<file path="src/rtl/bb_region_filter.sv">
module bb_region_filter #(
  parameter int NUM_PAIRS = 8,
  parameter int ADDR_W    = 32,
  parameter int BUS_AW    = 12,
  parameter logic [BUS_AW-1:0] REG_OFFSET = 'h03C
) (
  input  logic                  clk,
  input  logic                  rst_n,
  input  logic                  bus_sel,
  input  logic                  bus_wr,
  input  logic [BUS_AW-1:0]     bus_addr,
  input  logic [31:0]           bus_wdata,
  output logic [31:0]           bus_rdata,
  output logic                  bus_err,
  input  logic                  ext_access_ok,
  input  logic                  os_lock,
  input  logic                  core_powered,
  input  logic                  unit_idle,
  input  logic [8*ADDR_W-1:0]   cmp_start,
  input  logic [8*ADDR_W-1:0]   cmp_end,
  input  logic                  addr_valid,
  input  logic [ADDR_W-1:0]     addr,
  output logic                  bb_valid,
  output logic                  bb_active
);
  localparam int SLOTS = 8;
  localparam logic [8:0] ONE9 = 9'd1;
  localparam logic [8:0] IMPL9 = (ONE9 << NUM_PAIRS) - ONE9;
  localparam logic [SLOTS-1:0] IMPL_MASK = IMPL9[SLOTS-1:0];

  logic             mode_q;
  logic [SLOTS-1:0] mask_q;
  logic             hit, blocked, wr_en;
  logic [SLOTS-1:0] in_rng;
  logic             any_sel, decide;

  assign hit     = bus_sel && (bus_addr == REG_OFFSET);
  assign blocked = !ext_access_ok || os_lock || !core_powered;
  assign bus_err = hit && blocked;
  assign wr_en   = hit && !blocked && bus_wr && unit_idle;
  assign bus_rdata = (hit && !blocked && !bus_wr) ? {23'd0, mode_q, mask_q} : 32'd0;

  always_ff @(posedge clk or negedge rst_n) begin
    if (!rst_n) begin
      mode_q <= 1'b0;
      mask_q <= '0;
    end else if (wr_en) begin
      mode_q <= bus_wdata[8];
      mask_q <= bus_wdata[SLOTS-1:0] & IMPL_MASK;
    end
  end

  for (genvar m = 0; m < SLOTS; m++) begin : g_cmp
    if (m < NUM_PAIRS) begin : g_live
      logic [ADDR_W-1:0] lo, hi;
      assign lo = cmp_start[m*ADDR_W +: ADDR_W];
      assign hi = cmp_end[m*ADDR_W +: ADDR_W];
      assign in_rng[m] = (addr >= lo) && (addr <= hi);
    end else begin : g_none
      assign in_rng[m] = 1'b0;
    end
  end

  assign any_sel = |(in_rng & mask_q);
  assign decide  = mode_q ? any_sel : !any_sel;

  always_ff @(posedge clk or negedge rst_n) begin
    if (!rst_n) begin
      bb_valid  <= 1'b0;
      bb_active <= 1'b0;
    end else begin
      bb_valid  <= addr_valid;
      bb_active <= addr_valid && decide;
    end
  end

  assert_hold_unless_written_R8: assert property (@(posedge clk) disable iff (!rst_n)
    !wr_en |=> ($stable(mode_q) && $stable(mask_q)));

  assert_rdata_fields_R3: assert property (@(posedge clk) disable iff (!rst_n)
    (bus_rdata[31:9] == 23'd0) && ((bus_rdata[SLOTS-1:0] & ~IMPL_MASK) == '0));

  assert_error_gating_R7: assert property (@(posedge clk) disable iff (!rst_n)
    (hit && blocked) |=> ($stable(mode_q) && $stable(mask_q)));

  assert_latency_R9: assert property (@(posedge clk) disable iff (!rst_n)
    addr_valid |=> bb_valid);

  assert_idle_output_R9: assert property (@(posedge clk) disable iff (!rst_n)
    !addr_valid |=> (!bb_valid && !bb_active));

  assert_excl_empty_R4: assert property (@(posedge clk) disable iff (!rst_n)
    (addr_valid && !mode_q && mask_q == '0) |=> bb_active);

  assert_incl_empty_R5: assert property (@(posedge clk) disable iff (!rst_n)
    (addr_valid && mode_q && mask_q == '0) |=> !bb_active);
endmodule

</file>
<file path="config.mk">
export PLATFORM = sky130hd
export DESIGN_NAME = bb_region_filter
export DESIGN_NICKNAME = d
export VERILOG_FILES = /design/src/rtl/bb_region_filter.sv
export SDC_FILE = /design/constraint.sdc
export NUM_CORES = 1
export LEC_CHECK = 0
export BUFFER_PORTS_ARGS = -buffer_cell sky130_fd_sc_hd__buf_2
export CORE_AREA = 2 2 244 246
export CTS_CLUSTER_SIZE = 30
export DETAILED_ROUTE_END_ITERATION = 7
export DIE_AREA = 0 0 246 248
export MAX_ROUTING_LAYER = met4
export PLACE_DENSITY = 0.44
export SLEW_MARGIN = 0
export SYNTH_ARGS = -nofsm -noshare
export SYNTH_HDL_FRONTEND = slang
export SYNTH_SLANG_ARGS = --single-unit
</file>
<file path="constraint.sdc">
create_clock -name clk -period 5.73 [get_ports clk]
set_input_delay 0.573 -clock clk [delete_from_list [all_inputs] [get_ports clk]]
set_output_delay 0.573 -clock clk [all_outputs]
set_load 0.01 [all_outputs]
</file>
==> results by group, run 1 <==
CTS
  • Clock transition at path regs: 0.04 ns
  • Resized cells post-CTS: 0
  • Clk sinks: 11
  • TritonCTS Buffers: 3
  • Later-pin clock latency in the skew report: 0.24 ns
  • Post-CTS Setup Inserts: 0
  • Root buffer selected by CTS: clkbuf_16
  • Max Buffers Root-to-Sink: 2
  • CTS H-tree lvls: 1
  • CTS tree: yes
  • Hold_buf cts: 0

Place
  • Setup WS pre-CTS: 1.145 ns
  • Routability Congestion: 0.9074
  • Post-DP HPWL: 57.65 mm
  • Count of input and output buffers: 585

Die
  • Ports: 632
  • Die Ht: 248 um
  • Initial Util: 23.00%
  • Die Wd: 246 um
  • Core Rows: 89
  • Total Die Area: 61,010 sq um
  • Core footprint: 58,460 sq um

Worst setup path
  • Critical path type: in -> reg
  • Crit path top cell by count: o21ai_1
  • CP Capture Type: flip-flop
  • Max FO, Critical Path: 16
  • Critical-path cell list: buf_2, ha_1, a21oi_1, o21ai_1, a221o_1, a2111oi_0, o21ai_1, nand2_1, o31ai_2, or4_4, mux2i_1
  • Worst EP required: 5.85 ns
  • Worst Path Arrival: 3.91 ns
  • Largest stage delay, worst path: 0.68 ns
  • Reg2reg path depth: 8
  • Setup crit start kind: input port
  • Highest-delay cell along the critical path: a2111oi_0

Logic synthesis
  • Synth Cell Area: 13,450 sq um
  • Post-synth EDFFs: 0
  • YS warnings: 0
  • Fraction of registers with async set/reset: 100.0%
  • Post-synthesis cell type count: 61
  • Biggest area consumer among synthesized cells: ha_1
  • Yosys reg bits: 11
  • Synth top area share: 47.65%
  • Most frequent cell after synthesis: ha_1
  • Main synth FF type: dfrtp_1
  • Synth top area cells: ha_1 48%, inv_1 14%, a21oi_1 6.8%
  • Syn_area_per_cell: 7.291 sq um
  • Seq/Total Area, Yosys: 2.047%
  • Top post-synthesis cells by count: 512 x ha_1, 504 x inv_1, 182 x a21oi_1, 90 x nand2_1, 84 x nand4_1
  • Cell count after synthesis: 1,844

GRT
  • Largest net degree at the start of global routing: 17
  • First-pass GRT wire length: 94.34 mm
  • GR Util met1: 26.24%
  • Met3 usage: 3.266%
  • Overall Global Routing Usage: 21.46%
  • Met2 Use GR: 37.88%
  • Vias in the first global route: 15,590
  • GRT busiest layer: met2
  • Initial antenna violation count: 30
  • Congestion Overflow GR: 0

STA
  • Fin worst setup slack: 1.944 ns
  • Final setup TNS: 0 ns
  • Relative slew slack: 28.34%
  • Final setup viols: 0
  • F_max: 264.2 MHz
  • Crit share post-route: 66.07%
  • Fin. Hold Viols: 0
  • Tightest Pin Transition: 1.048 ns
  • Final min period: 3.786 ns
  • Final Max Slew Viols: 0
  • Fin Clk Skew: 0.001805 ns
  • RSZ-0062 raised after global routing: false

Final layout
  • Area growth from synthesis to layout: 29.82%
  • Finished Core Util: 29.86%
  • Post-layout nets: 3,548
  • Fraction of final layout cells with drive strength greater than 1: 24.77%

Routing
  • Vias: 15,200
  • Antenna viol nets, final: 0
  • Routed WL per cell: 20.59 um
  • Detailed Route Iter0 Violations: 502
  • DRC errors left: 0
  • Drt total wl: 66.67 mm
  • DR vias/cell: 4.695
  • TritonRoute pass-1 iters: 5

Power and ir drop
  • Total chip power: 0.001342 W
  • Power Density: 76.91 nW/um^2
  • Worst vdd ir: 0.00009880 V
  • Lkg Pwr: 10.95 nW

Hold path
  • HP Class: in -> async

Job
  • Max-Cap Viols: 0

Status
  • Outcome: completed
## cell families (layout without fill, tap and decap cells)
| logic type | Yosys count | after routing | synth area share (%) |
|---|---|---|---|
| buf+inv | 527 | 1099 | 15.35 |
| flops | 11 | 11 | 2.047 |
| other cells | 1 | 50 | 0.02789 |
| mux | 10 | 10 | 0.8282 |
| compound gates | 414 | 414 | 19.34 |
| simple gates | 369 | 369 | 14.76 |
| fa+ha+maj | 512 | 512 | 47.65 |
## layer usage
layer / wire length, um / up-vias
met3: 4052 / 45
met4: 1078 / 0
met5: 0 / -
met2: 32320 / 450
li1: - / 7662
met1: 29220 / 7044
## registers in the layout, summed over array words and instances (netlist names)
register,cells
mask_q,8
bb_active,1
bb_valid,1
mode_q,1
## layout make-up
class	instances	area, sq um
Sequential cell	11	275.3
Multi-Input combinational cell	1328	11200
Fill cell	6440	41010
Tap cell	773	967.2
Clock buffer	4	78.83
Antenna cell	27	67.56
Timing Repair Buffer	591	2970
Inverter	504	1892
## final timing paths
| check | from | to | slack [ns] |
|---|---|---|---|
| min reg2reg | mode_q | mode_q | 0.53 |
| min | rst_n | mask_q[2] | 0.20 |
| max reg2reg | mask_q[0] | bb_active | 3.52 |
| min in group clk | addr_valid | bb_valid | 0.47 |
| max in group asynchronous | rst_n | bb_active | 5.32 |
| max | addr[19] | bb_active | 1.94 |
## metrics by stage
step                instances  hold slack [ns]  area [sq um]
global route             3233           0.2126         17440
CTS                      3211           0.2082         17380
global placement         3206           0.4586         17290
finish                   3238           0.1998         17450
detailed placement       3207           0.4620         17300
floorplan                1866           0.2774         13530
## layout by cell type, fill, tap and decap left out, types with 4 or more instances in the layout
cell | netlist | routed
nor4_1 | 11 | 9
a21boi_0 | 6 | 6
a221oi_1 | 6 | 6
o21a_1 | 11 | 11
nand3_1 | 53 | 53
dfrtp_1 | 11 | 11
o21ai_1 | 8 | 8
buf_4 | 23 | 5
a2111oi_0 | 12 | 10
conb_1 | 1 | 23
a21oi_1 | 182 | 182
a221o_1 | 5 | 5
a211o_1 | 4 | 4
nor3_1 | 16 | 16
nor2b_1 | 16 | 16
nor2_1 | 44 | 44
o21ai_0 | 45 | 45
diode_2 | 0 | 27
o31a_1 | 5 | 5
buf_2 | 0 | 586
inv_1 | 504 | 504
nand4_1 | 84 | 84
or4_1 | 5 | 5
and2_1 | 10 | 10
o211ai_1 | 11 | 11
a31oi_1 | 9 | 9
nand2_1 | 90 | 90
and4_1 | 12 | 12
a211oi_1 | 15 | 15
nand2b_1 | 9 | 9
mux2_1 | 9 | 9
ha_1 | 512 | 512
or3_1 | 4 | 4
a21o_1 | 71 | 71
## critical path: cells and delay by family
| kind | cells | cell delay, ns |
|---|---|---|
| AND/OR/NAND/NOR | 2 | 0.66 |
| multiplexers | 1 | 0.13 |
| adder cells (fa/ha/maj) | 1 | 0.36 |
| buffers and inverters | 1 | 0.47 |
| AO/OA/AOI/OAI | 6 | 1.69 |
## where the power goes
group | internal [W] | total [W] | switching, W
Combinational | 0.000490 | 0.00114 | 0.000647
Sequential | 0.0000787 | 0.0000789 | 0.000000155
Clock | 0.0000933 | 0.000127 | 0.0000333
Total | 0.000662 | 0.00134 | 0.000680
No activity file was read; power rests on OpenSTA's default activity.
==> run 2: changes to the inputs <==
--- a/config.mk
+++ b/config.mk
@@ -6,12 +6,12 @@
 export NUM_CORES = 1
 export LEC_CHECK = 0
 export BUFFER_PORTS_ARGS = -buffer_cell sky130_fd_sc_hd__buf_2
-export CORE_AREA = 2 2 244 246
+export CORE_AREA = 2 2 243 245
 export CTS_CLUSTER_SIZE = 30
 export DETAILED_ROUTE_END_ITERATION = 7
-export DIE_AREA = 0 0 246 248
+export DIE_AREA = 0 0 245 247
 export MAX_ROUTING_LAYER = met4
-export PLACE_DENSITY = 0.44
+export PLACE_DENSITY = 0.46
 export SLEW_MARGIN = 0
 export SYNTH_ARGS = -nofsm -noshare
 export SYNTH_HDL_FRONTEND = slang
==> constraint.sdc (replaced) <==
create_clock -name clk -period 3.1 [get_ports clk]
set_input_delay 0.31 -clock clk [delete_from_list [all_inputs] [get_ports clk]]
set_output_delay 0.31 -clock clk [all_outputs]
set_load 0.01 [all_outputs]
==> results by group, run 2 (same netlist as run 1, synthesis figures left out) <==
CTS
  • Later-pin clock latency in the skew report: 0.24 ns (about the same)
  • CTS tree: yes
  • Clock transition at path regs: 0.04 ns (about the same)
  • CTS H-tree lvls: 1 (unchanged)
  • Root buffer selected by CTS: clkbuf_16
  • Clk sinks: 11 (unchanged)
  • TritonCTS Buffers: 3 (unchanged)
  • Max Buffers Root-to-Sink: 2 (unchanged)

Final layout
  • Footprint of the multi-input gates: 11,330 sq um (+1.1%)
  • Largest Register: mask_q
  • Sequential cell area: 275.3 sq um (unchanged)
  • Commonest cells after routing, fill and taps aside: 582 x buf_2, 511 x ha_1, 503 x inv_1, 182 x a21oi_1, 131 x buf_4
  • Post-layout nets: 3,687 (+3.9%)
  • Max reg flops: 8 (unchanged)
  • Filler Cell Count: 6,370 (-1.1%)
  • Fraction of final layout cells with drive strength greater than 1: 29.41% (+4.6 points)
  • Most common cell after layout, fill and taps aside: buf_2
  • Area growth from synthesis to layout: 39.36%

STA
  • Worst hold slack: 0.2174 ns (+0.01767 ns)
  • Final setup TNS: 0 ns (unchanged)
  • F_max: 331.8 MHz
  • Fin Clk Skew: 0.0008444 ns (-0.0009608 ns)
  • Final min period: 3.014 ns
  • Fin. Hold Viols: 0 (unchanged)
  • Crit share post-route: 97.22%
  • Final Max Slew Viols: 0 (unchanged)
  • Final setup viols: 0 (unchanged)
  • Relative slew slack: 38.81% (+10 points)
  • Tightest Pin Transition: 0.9124 ns (-0.1355 ns)

Die
  • Die Ht: 247 um (-0.40%)
  • Die Wd: 245 um (-0.41%)
  • Total Die Area: 60,520 sq um (-0.81%)
  • Core footprint: 58,240 sq um (-0.38%)
  • Core Rows: 89 (unchanged)
  • Ports: 632 (unchanged)
  • Initial Util: 23.09% (+0.088 points)

Routing
  • Vias: 15,790 (+3.9%)
  • Drt total wl: 69.90 mm (+4.8%)
  • TritonRoute pass-1 iters: 5 (unchanged)
  • Detailed Route Iter0 Violations: 703 (+40%)
  • Routed WL per cell: 20.80 um (+1.0%)
  • DRC errors left: 0 (unchanged)
  • Antenna viol nets, final: 0 (unchanged)
  • DR vias/cell: 4.700 (+0.11%)

Power and ir drop
  • Power Density: 146.1 nW/um^2 (+90%)
  • Worst vdd ir: 0.0001168 V (+18%)
  • Lkg Pwr: 11.70 nW (+6.8%)

Worst setup path
  • Worst EP required: 3.22 ns (-2.63 ns)
  • Critical path type: in -> reg
  • Max FO, Critical Path: 8 (-8)
  • Worst Path Arrival: 3.13 ns (-0.78 ns)
  • Setup crit start kind: input port
  • CP Capture Type: flip-flop

GRT
  • Initial antenna violation count: 10 (-67%)
  • Overall Global Routing Usage: 22.73% (+1.3 points)
  • First-pass GRT wire length: 98.59 mm (+4.5%)
  • Vias in the first global route: 16,360 (+5.0%)
  • Congestion Overflow GR: 0 (unchanged)
  • Largest net degree at the start of global routing: 16 (-1)

Place
  • Post-DP HPWL: 63.51 mm (+10%)
  • Routability Congestion: 0.9547 (+5.2%)
  • Count of input and output buffers: 585 (unchanged)

Job
  • Max-Cap Viols: 0 (unchanged)

Hold path
  • HP Class: in -> reg

Status
  • Outcome: completed
run 2: path summary, 6_finish.rpt:
kind                       startpoint         to  slack (ns)  depth (start not counted)
max                          addr[12]  bb_active        0.09                         11
min                        addr_valid   bb_valid        0.22                          1
max reg2reg                 mask_q[0]  bb_active        0.82                          8
min reg2reg                    mode_q     mode_q        0.54                          1
max in group asynchronous       rst_n  mask_q[4]        2.40                          2
min in group asynchronous       rst_n   bb_valid        0.49                          2
run 2: report_power, final:
group | switching (W) | internal [W]
Combinational | 0.00130 | 0.00106
Sequential | 0.000000339 | 0.000145
Clock | 0.0000641 | 0.000171
run 2: per-layer routing:
layer / track usage [%] / vias up / wire length (um)
met5: - / - / 0
met4: 4.125 / 0 / 1410
met3: 3.332 / 51 / 4043
met2: 38.69 / 523 / 32560
met1: 28.66 / 7326 / 31880
li1: - / 7891 / -
run 2: layout make-up:
type / count / area share, %
clock buffers: 3 / 0.4006
clock inverters: 1 / 0.02671
diodes: 10 / 0.1335
multi-input cells: 1328 / 60.46
well taps: 773 / 5.162
repair buffers: 730 / 22.24
flip-flops and latches: 11 / 1.469
inverters: 504 / 10.12
run 2: per-stage QoR:
step,power (W),util [%],instance area (sq um),worst slack (ns),cells
floorplan,0.001290,-,13530,0.2323,1866
global placement,0.002401,31.64,18430,-0.6191,3341
detailed placement,0.002464,31.64,18430,-0.5620,3341
CTS,0.002730,31.86,18550,0.01425,3346
global route,0.003059,32.17,18740,-0.001117,3359
finish,0.002738,32.17,18740,0.08612,3360
run 2: what timing repair did:
action,in CTS,in global routing
setup endpoints to repair,1,1
gates cloned,0,0
buffers inserted,0,4
gates resized for setup,11,25
endpoints found under the hold margin,11,0
hold buffers,1,0
pin swaps,2,6
run 2: critical path: stages:
cell      delay [ns]
buf_2           0.22
buf_4           0.21
ha_1            0.18
a21oi_1         0.15
o21ai_1         0.11
a2111o_1        0.37
o311a_1         0.42
o41ai_1         0.38
o31ai_1         0.12
or4_4           0.51
mux2i_1         0.13
==> run 3: changes to the inputs <==
--- a/config.mk
+++ b/config.mk
@@ -10,7 +10,6 @@
 export CTS_CLUSTER_SIZE = 30
 export DETAILED_ROUTE_END_ITERATION = 7
 export DIE_AREA = 0 0 245 247
-export MAX_ROUTING_LAYER = met4
 export PLACE_DENSITY = 0.46
 export SLEW_MARGIN = 0
 export SYNTH_ARGS = -nofsm -noshare
==> results by group, run 3 (same netlist as run 1, synthesis figures left out) <==
CTS
  • Max Buffers Root-to-Sink: 2 (unchanged)
  • CTS tree: yes
  • CTS H-tree lvls: 1 (unchanged)
  • Clk sinks: 11 (unchanged)
  • TritonCTS Buffers: 3 (unchanged)
  • Later-pin clock latency in the skew report: 0.24 ns (about the same)
  • Root buffer selected by CTS: clkbuf_16
  • Clock transition at path regs: 0.04 ns (about the same)

Power and ir drop
  • Lkg Pwr: 11.67 nW (-0.28%)
  • Power Density: 146.0 nW/um^2 (about the same)
  • Worst vdd ir: 0.0001713 V (+47%)
  • Total chip power: 0.002728 W (-0.36%)

Die
  • Die Ht: 247 um (unchanged)
  • Total Die Area: 60,520 sq um (unchanged)
  • Initial Util: 23.09% (unchanged)
  • Core Rows: 89 (unchanged)
  • Ports: 632 (unchanged)
  • Die Wd: 245 um (unchanged)
  • Core footprint: 58,240 sq um (unchanged)

Final layout
  • Max reg flops: 8 (unchanged)
  • Commonest cells after routing, fill and taps aside: 583 x buf_2, 510 x ha_1, 503 x inv_1, 181 x a21oi_1, 126 x buf_4
  • Post-layout nets: 3,681 (-0.16%)
  • Most common cell after layout, fill and taps aside: buf_2
  • Area growth from synthesis to layout: 38.99%
  • Fraction of final layout cells with drive strength greater than 1: 29.44% (+0.030 points)
  • Final Instance Count excl. Fillers: 3,345 (-0.45%)
  • Largest Register: mask_q

Status
  • Outcome: completed

GRT
  • Vias in the first global route: 16,150 (-1.3%)
  • First-pass GRT wire length: 99.25 mm (+0.66%)
  • Initial antenna violation count: 10 (unchanged)
  • Congestion Overflow GR: 0 (unchanged)
  • Largest net degree at the start of global routing: 16 (unchanged)
  • Overall Global Routing Usage: 22.21% (-0.52 points)

Worst setup path
  • Reg2reg path depth: 8 (unchanged)
  • Setup crit start kind: input port
  • Setup slack, reg-to-reg: 0.89 ns (+0.07 ns)
  • Worst EP required: 3.22 ns (about the same)
  • Max FO, Critical Path: 4 (-4)
  • Worst setup path endpoint: bb_active
  • CP startpoint: addr[30]
  • Reg-to-reg critical path startpoint: mask_q[0]
  • Critical path type: in -> reg
  • R2r endpoint: bb_active
  • Worst Path Arrival: 3.08 ns (-0.05 ns)
  • CP Capture Type: flip-flop

Place
  • Placed cells: 3,337 (-0.12%)
  • Routability Congestion: 0.9114 (-4.5%)
  • Setup WS pre-CTS: -0.7097 ns (-0.1478 ns)
  • Count of input and output buffers: 585 (unchanged)
  • Post-DP HPWL: 63.20 mm (-0.49%)

Routing
  • DR vias/cell: 4.679 (-0.44%)
  • Drt total wl: 69.86 mm (about the same)
  • Routed WL per cell: 20.89 um (+0.40%)
  • DRC errors left: 0 (unchanged)
  • Vias: 15,650 (-0.89%)
  • Detailed Route Iter0 Violations: 657 (-6.5%)
  • TritonRoute pass-1 iters: 5 (unchanged)
  • Antenna viol nets, final: 0 (unchanged)

STA
  • Fin Clk Skew: 0.002087 ns (+0.001242 ns)
  • Fin worst setup slack: 0.1380 ns (+0.05189 ns)
  • Final Max Slew Viols: 0 (unchanged)
  • F_max: 337.6 MHz (+1.8%)
  • Final setup viols: 0 (unchanged)
  • Crit share post-route: 95.55% (-1.7 points)
  • Final min period: 2.962 ns (-0.05189 ns)
  • Fin. Hold Viols: 0 (unchanged)
  • Relative slew slack: 23.90% (-15 points)
  • RSZ-0062 raised after global routing: false
  • Tightest Pin Transition: 1.135 ns (+0.2223 ns)

Hold path
  • HP Class: in -> reg

Job
  • Max-Cap Viols: 0 (unchanged)
[run 3: worst min-delay path by stage]
stage	endpoint	cells after the start	start	slack (ns)
floorplan	bb_active	0	rst_n	0.01
global route	bb_valid	1	addr_valid	0.23
detailed placement	bb_valid	1	rst_n	0.20
global placement	bb_valid	1	rst_n	0.19
CTS	bb_valid	1	addr_valid	0.22
finish	bb_valid	1	addr_valid	0.22
[run 3: per-layer routing]
| metal | wire [um] | track usage [%] | vias to the layer above |
|---|---|---|---|
| met4 | 990 | 2.923 | 16 |
| met3 | 3780 | 2.572 | 57 |
| li1 | - | - | 7880 |
| met2 | 32760 | 38.68 | 477 |
| met5 | 93 | 0 | - |
| met1 | 32230 | 29.92 | 7221 |
[run 3: critical path: stages]
cell and delay (ns):
buf_2 0.16, ha_1 0.30, nand4_1 0.25, or4_4 0.62, nor2_1 0.16, a21boi_0 0.22, o31a_1 0.21, o221ai_2 0.13
buf_4 0.15, or4_4 0.43, mux2i_1 0.13
[run 3: repair_timing]
action,in CTS,in global routing
cloned,0,0
buffers inserted,1,1
hold buffers,1,0
gates resized for setup,12,24
endpoints found under the setup margin,1,1
hold endpoints to repair,11,0
pin swaps,1,9
[run 3: per-stage QoR]
step / util [%] / TNS (ns) / area, sq um / hold slack (ns)
2_1_floorplan: - / 0 / 13530 / 0.01441
3_3_place_gp: 31.57 / -0.7877 / 18380 / 0.1876
3_5_place_dp: 31.57 / -0.7097 / 18380 / 0.1957
4_1_cts: 31.83 / 0 / 18540 / 0.2196
5_1_grt: 32.08 / 0 / 18690 / 0.2251
6_report: 32.09 / 0 / 18690 / 0.2203
[run 3: power by group]
| part | leakage [nW] | internal, W | total [W] | switching (W) |
|---|---|---|---|---|
| sequential | 0.149 | 0.000146 | 0.000146 | 0.000000374 |
| combinational | 11.5 | 0.00105 | 0.00235 | 0.00130 |
| clock | 0.0382 | 0.000173 | 0.000235 | 0.0000626 |
[run 3: area by class of cell]
| type | instances | area [sq um] |
|---|---|---|
| multi-input combinational | 1328 | 11350 |
| antenna | 1 | 2.502 |
| inverter | 504 | 1896 |
| timing repair buffer | 724 | 4115 |
| clock buffer | 4 | 78.83 |
| sequential | 11 | 275.3 |
| tap | 773 | 967.2 |
| fill | 6405 | 39550 |
